[src/rtl/csg_pkg.sv]
package csg_pkg;
    localparam int ADDR_W = 16;
    localparam int BANK_W = 3;
    localparam int STRB_W = 3;
    localparam int CMD_W  = ADDR_W + BANK_W + STRB_W;
    localparam int CS_W   = 2;

    typedef enum logic [1:0] {
        ST_RESET = 2'd0,
        ST_LOAD  = 2'd1,
        ST_HOLD  = 2'd2
    } csg_state_e;
endpackage

[src/rtl/csg_rst_sync.sv]
module csg_rst_sync #(
    parameter int STAGES = 2
) (
    input  logic clk,
    input  logic rst_n,
    output logic rst_sync_n
);
    logic [STAGES-1:0] chain;

    always_ff @(posedge clk or negedge rst_n) begin
        if (!rst_n) chain <= '0;
        else        chain <= {chain[STAGES-2:0], 1'b1};
    end

    assign rst_sync_n = chain[STAGES-1];
endmodule

[src/rtl/csg_dup_reg.sv]
module csg_dup_reg #(
    parameter int W = 1
) (
    input  logic         clk,
    input  logic         rst_n,
    input  logic         en,
    input  logic [W-1:0] d,
    output logic [W-1:0] q_a,
    output logic [W-1:0] q_b
);
    always_ff @(posedge clk or negedge rst_n) begin
        if (!rst_n)  q_a <= '0;
        else if (en) q_a <= d;
    end

    always_ff @(posedge clk or negedge rst_n) begin
        if (!rst_n)  q_b <= '0;
        else if (en) q_b <= d;
    end

    // both copies track each other
    p_copies_match_r5: assert property (@(posedge clk) q_a == q_b);
endmodule

[src/rtl/csg_gate_fsm.sv]
module csg_gate_fsm
    import csg_pkg::*;
#(
    parameter int N_CS = CS_W
) (
    input  logic            clk,
    input  logic            rst_n,
    input  logic            gate_en,
    input  logic [N_CS-1:0] cs_n,
    output logic            load_en,
    output logic            capt_q
);
    csg_state_e state, state_nx;

    always_comb begin
        load_en  = !gate_en || !(&cs_n);
        state_nx = load_en ? ST_LOAD : ST_HOLD;
    end

    always_ff @(posedge clk or negedge rst_n) begin
        if (!rst_n) state <= ST_RESET;
        else        state <= state_nx;
    end

    always_comb begin
        unique case (state)
            ST_LOAD:  capt_q = 1'b1;
            ST_HOLD:  capt_q = 1'b0;
            default:  capt_q = 1'b0;
        endcase
    end

    // strobe follows the capture decision one edge later
    p_strobe_load_r7: assert property (@(posedge clk) disable iff (!rst_n)
        (gate_en && &cs_n) |=> !capt_q);
    p_strobe_open_r7: assert property (@(posedge clk) disable iff (!rst_n)
        (!gate_en) |=> capt_q);
endmodule

[src/rtl/csg_cmd_register.sv]
module csg_cmd_register
    import csg_pkg::*;
(
    input  logic             clk,
    input  logic             rst_n,
    input  logic             gate_en,
    input  logic [CS_W-1:0]  cs_n,
    input  logic             cke,
    input  logic             odt,
    input  logic [CMD_W-1:0] cmd_in,
    output logic [CMD_W-1:0] gq_a,
    output logic [CMD_W-1:0] gq_b,
    output logic [CS_W-1:0]  cs_q_a,
    output logic [CS_W-1:0]  cs_q_b,
    output logic             cke_q_a,
    output logic             cke_q_b,
    output logic             odt_q_a,
    output logic             odt_q_b,
    output logic             capt_q
);
    localparam int FREE_W = CS_W + 2;

    logic              rst_sync_n;
    logic              load_en;
    logic [FREE_W-1:0] free_a, free_b;

    csg_rst_sync #(.STAGES(2)) u_rst (
        .clk(clk), .rst_n(rst_n), .rst_sync_n(rst_sync_n)
    );

    csg_gate_fsm #(.N_CS(CS_W)) u_fsm (
        .clk(clk), .rst_n(rst_sync_n), .gate_en(gate_en), .cs_n(cs_n),
        .load_en(load_en), .capt_q(capt_q)
    );

    csg_dup_reg #(.W(CMD_W)) u_gated (
        .clk(clk), .rst_n(rst_sync_n), .en(load_en), .d(cmd_in),
        .q_a(gq_a), .q_b(gq_b)
    );

    csg_dup_reg #(.W(FREE_W)) u_free (
        .clk(clk), .rst_n(rst_sync_n), .en(1'b1), .d({cs_n, cke, odt}),
        .q_a(free_a), .q_b(free_b)
    );

    assign {cs_q_a, cke_q_a, odt_q_a} = free_a;
    assign {cs_q_b, cke_q_b, odt_q_b} = free_b;


    p_select_load_r1: assert property (@(posedge clk) disable iff (!rst_sync_n)
        (gate_en && !(&cs_n)) |=> (gq_a == $past(cmd_in)));

    p_deselect_hold_r2: assert property (@(posedge clk) disable iff (!rst_sync_n)
        (gate_en && &cs_n) |=> $stable(gq_a));

    p_open_load_r3: assert property (@(posedge clk) disable iff (!rst_sync_n)
        (!gate_en) |=> (gq_b == $past(cmd_in)));

    p_free_group_r4: assert property (@(posedge clk) disable iff (!rst_sync_n)
        1'b1 |=> (cs_q_a == $past(cs_n) && cke_q_b == $past(cke) && odt_q_a == $past(odt)));

    p_reset_clear_r6: assert property (@(posedge clk)
        !rst_n |-> (gq_a == '0 && gq_b == '0 && cs_q_b == '0 && !capt_q));
endmodule

[config.mk]
export PLATFORM = sky130hd
export DESIGN_NAME = csg_cmd_register
export DESIGN_NICKNAME = d
export VERILOG_FILES = /design/src/rtl/csg_pkg.sv /design/src/rtl/csg_rst_sync.sv /design/src/rtl/csg_dup_reg.sv /design/src/rtl/csg_gate_fsm.sv /design/src/rtl/csg_cmd_register.sv
export SDC_FILE = /design/constraint.sdc
export NUM_CORES = 1
export LEC_CHECK = 0
export BUFFER_PORTS_ARGS = -buffer_cell sky130_fd_sc_hd__buf_2
export CORE_ASPECT_RATIO = 1.4
export CORE_MARGIN = 5
export CORE_UTILIZATION = 38
export CTS_CLUSTER_DIAMETER = 100
export DETAILED_ROUTE_END_ITERATION = 8
export PLACE_DENSITY = 0.83
export SLEW_MARGIN = 20
export SYNTH_ARGS = -nofsm -noshare
export SYNTH_HDL_FRONTEND = slang
export SYNTH_SLANG_ARGS = --single-unit
[constraint.sdc]
create_clock -name clk -period 1 [get_ports clk]
set_input_delay 0.15 -clock clk [delete_from_list [all_inputs] [get_ports clk]]
set_output_delay 0.15 -clock clk [all_outputs]
set_load 0.01 [all_outputs]
## Word-level counts from Yosys, hierarchy flattened

Index checks and enable logic that the tools add are counted.
W data, S select, Z words.

- Equal/unequal tests: 1
- Mux-type cells: 2
- Reductions and logical operators: 4

Operator list:

| operator | number |
|---|---|
| $eq A2 B1 Y1 const B | 1 |
| $logic_not A1 Y1 | 2 |
| $mux W2 | 1 |
| $reduce_and A2 Y1 | 1 |
| $logic_or A1 B1 Y1 | 1 |
| $mux W1 | 1 |

- Flip-flop bits (word level): 30
- Input port bits: 29
- Output and inout port bits: 53
- Word-level logic and storage cells: 11

## Depth between registers and ports, before layout

- Word-level depth: 4
- Gate-level depth with buffers: 3
- Depth with buffers taken out: 2

## Modules after synthesis

Synthesis repeated with hierarchy kept, for this count alone.

- Cells, all modules: 89
- Area, all modules: 1286.2 sq um

By module, submodules not included:

| module | times used | cells each | area each (sq um) | seq. area each (sq um) |
|---|---|---|---|---|
| csg_dup_reg at u_gated | 1 | 68 | 985.9 | 550.5 |
| csg_dup_reg at u_free | 1 | 12 | 175.2 | 100.1 |
| csg_gate_fsm | 1 | 5 | 67.6 | 50.0 |
| csg_rst_sync | 1 | 3 | 53.8 | 50.0 |
| csg_cmd_register | 1 | 1 | 3.8 | 0.0 |

## Worst setup path after synthesis

OpenSTA, ideal clock, no wires.

- Path kind: input to register
- Start: in cs_n[0]
- End: reg u_gated.q_a[10]
- Setup time: 0.125 ns
- Arrival time: 0.716 ns
- Data required time: 0.875 ns
- Setup slack: 0.159 ns
- Stages: 3
- Buffers on the path: 1
- Cells stage by stage: nand3_4 -> buf_6 -> mux2_4

- Longest elaborated chain between the ends: 3

RTL lines:

| element | RTL line | text |
|---|---|---|
| start: declaration | csg_cmd_register.sv:7 | `input logic [CS_W-1:0] cs_n,` |
| $reduce_and A2 Y1 | csg_gate_fsm.sv:16 | `load_en = !gate_en \|\| !(&cs_n);` |
| $logic_not A1 Y1 | csg_gate_fsm.sv:16 |  |
| $logic_or A1 B1 Y1 | csg_gate_fsm.sv:16 |  |
| end signal: assignment | csg_dup_reg.sv:12 | `if (!rst_n) q_a <= '0;` |
| end signal: assignment | csg_dup_reg.sv:13 | `else if (en) q_a <= d;` |
| end: declaration | csg_dup_reg.sv:8 | `output logic [W-1:0] q_a,` |

Every way passes these cells.
A chain may end at the register's enable or synchronous reset.

## Final worst setup path

- Start: reg u_fsm.state[0]
- End: out capt_q

- Longest elaborated chain between the ends: 2

RTL lines:

| element | RTL line | text |
|---|---|---|
| start: declaration | csg_gate_fsm.sv:13 | `csg_state_e state, state_nx;` |
| start signal: assignment | csg_gate_fsm.sv:22 | `else state <= state_nx;` |
| $eq A2 B1 Y1 | csg_gate_fsm.sv:26 | `unique case (state)` |
| $mux W1 | csg_gate_fsm.sv:26 |  |
| end: declaration | csg_cmd_register.sv:19 | `output logic capt_q` |

Every way passes these cells.

==> impl_metrics.csv <==
group,metric,value,unit
outcome,status,"complete, but fails checks",
outcome,violations,"negative setup slack",
sta,finalClockSkew,0.00601,ns
sta,rsz0062_at_grt,"true",
setup_path,end_kind,"output pin",
global_routing,grt_pass1_vias,916,
detailed_routing,vias_per_cell,4.25,
synth,synth_cells,84,
power_and_ir_drop,power,3.36,mW
global_routing,grt_most_used_layer,"met2",
run,cap_violations,0,
clock_tree,h-tree-depth,2,
final_layout,drive_above_1_share,77.5,%
global_routing,overflow,0,
setup_path,crit_path_max_incr_delay,0.35,ns
die,num_rows,25,
setup_path,path_cells,"nor2b_1, buf_2",
sta,finalCriticalPeriod,1.02,ns
min_path,hold_class,"primary input to flip-flop",
detailed_routing,route.detailed.drc,0,
final_layout,seq_area,751,sq um
clock_tree,numCtsBuffers,5,
detailed_routing,wl_per_cell,14.1,um
detailed_routing,drt-initial-drc-count,7,
synth,synth_common_cells,"dfrtp_1, buf_4, mux2_4",
clock_tree,clk_pin_slew,0.07,ns
clock_tree,cts_root_buf,"clkbuf_8",
final_layout,fin_util,55.4,%
final_layout,synthToLayoutAreaGrowth,40.9,%
place,dp_hpwl,2250,um
setup_path,r2r-start,"u_gated.q_a[6]",
synth,synth_top_area_share,57.1,%
die,ios,82,
synth,synth-seq-cells,30,
setup_path,required,0.85,ns
sta,fin_ws,-0.0171,ns
final_layout,final.fill_count,314,
synth,synth-seq-area-share,57.1,%
sta,period_share,102,%
min_path,hold_end,"u_free.q_a[3]",
synth,yosysTopAreaCell,"dfrtp_1",
clock_tree,cts_buffer_depth,2,
clock_tree,clkSinkCount,30,
global_routing,track_usage,12.0,%
power_and_ir_drop,cellLeakagePower,1.03,nW
setup_path,ff2ff_path_depth,2,
setup_path,crit_family,"flip-flops",
detailed_routing,num_vias,850,
setup_path,arrival,0.87,ns
synth,synth.most_common_cell,"dfrtp_1",
synth,synthTopCellsByArea,"dfrtp_1, mux2_4, buf_4",
detailed_routing,wirelength,2810,um
power_and_ir_drop,powerDensity,1810,nW/um^2
synth,synthesis.nets,113,
global_routing,grt_use_met2,20.8,%
die,die_h,79.6,um
final_layout,multi_input_area,343,sq um
final_layout,n_antenna_cell,0,
setup_path,critPathSlowestCell,"dfrtp_1",
synth,synth_area,1320,sq um
global_routing,met3_usage,4.85,%
place,gp_congestion,0.686,
global_routing,grt_use_met1,12.2,%
clock_tree,worstSkewPairLatency,0.27,ns
synth,ys_warn_count,0,
synth,synth_edf_count,0,
min_path,hold_start,"cs_n[1]",
setup_path,reg2reg_to,"u_gated.q_a[6]",
place,place_ws,0.00103,ns
die,start_util,39.3,%
die,core_area,3350,sq um
setup_path,path_buf_inv,1,
detailed_routing,ant_nets,0,
global_routing,grt_pass1_wl,4170,um
global_routing,antenna_found_initial,0,
sta,max_freq,983,MHz
die,die_w,59.7,um
synth,ys_types,9,
final_layout,fin_cells,200,
place,port_buffers,81,
sta,hold_ws,0.0295,ns
min_path,whs_path_depth,1,
sta,hold_viol,0,
setup_path,critPathKind,"flip-flop to output pin",
final_layout,nets,188,
sta,finalSetupViolCount,1,
sta,finalMaxSlewViolations,0,
setup_path,regToRegSetupSlack,0.09,ns
place,placed_cells,181,
synth,synth.avg_cell_area,15.7,sq um
power_and_ir_drop,vdd_drop_max,1.37,mV
detailed_routing,drtPass1Iterations,3,
synth,synthArstFlopShare,100,%
synth,synth_ff_type,"dfrtp_1",
clock_tree,tritoncts,"yes",
setup_path,path_max_fanout,1,
die,die_area,4750,sq um
global_routing,grt_max_degree,20,
setup_path,start_kind,"flip-flop",
-- sequential cells by signal (all words and copies together), names as in the netlist --
signal / cells
u_fsm.state: 2
u_free.q_a: 4
u_rst.chain: 2
u_gated.q_a: 22
-- layout by cell type (no fill, tap or decap) --
cell           Yosys  final
inv_1              1      1
conb_1             1      1
clkbuf_8           0      6
mux2_2             4      4
nor2b_1            1      1
mux2_4            18     18
nand3_4            1      1
buf_12             0      2
dlygate4sd3_1      0      3
dfrtp_1           30     30
bufinv_16          0      2
buf_4             26     10
buf_6              2      2
buf_2              0     79
-- layer usage --
metal,vias up,part of all wire (%)
li1,394,-
met1,409,34
met2,43,54
met3,4,11
met4,0,1.0
met5,-,0
-- worst max-delay path by stage --
stage	endpoint	cells past startpoint	slack (ns)	start
3_3_place_gp	u_gated.q_a[17]	4	0.02	cs_n[0]
5_1_grt	capt_q	2	-0.07	u_fsm.state[0]
2_1_floorplan	u_free.q_a[0]	0	0.10	u_rst.chain[1]
4_1_cts	capt_q	2	-0.03	u_fsm.state[1]
3_5_place_dp	u_gated.q_a[6]	4	0.001	cs_n[0]
6_report	capt_q	2	-0.02	u_fsm.state[0]
-- kinds of logic after synthesis --
family | synth area share (%)
buf+inv | 16.8
flops | 57.1
mux | 24.0
other cells | 0.285
simple gates | 1.81
-- cell type report --
type	instances	share of cell area, %
sequential	30	40.5
tap	40	2.70
timing repair buffer	96	30.4
inverter	1	0.203
clock inverter	2	3.24
multi-input combinational	25	18.5
clock buffer	6	4.46
-- metrics by stage --
| step | TNS, ns | area [sq um] |
|---|---|---|
| 2_1_floorplan | 0 | 1320 |
| 3_3_place_gp | 0 | 1610 |
| 3_5_place_dp | 0 | 1610 |
| 4_1_cts | -0.0296 | 1780 |
| 5_1_grt | -0.263 | 1850 |
| 6_report | -0.0171 | 1850 |
-- power by group --
part / switching [mW] / internal (mW) / leakage (nW)
clock: 0.443 / 1.06 / 0.0714
combinational: 0.221 / 0.286 / 0.605
sequential: 0.0553 / 1.29 / 0.349
total: 0.719 / 2.64 / 1.03
-- timing repair --
action | CTS | global route
endpoints found under the hold margin | 4 | 0
buffers inserted | 0 | 8
resized for setup | 0 | 2
setup endpoints to repair | 1 | 25
pin swaps | 0 | 0
hold buffers | 3 | 0
No activity file was read; power rests on OpenSTA's default activity.
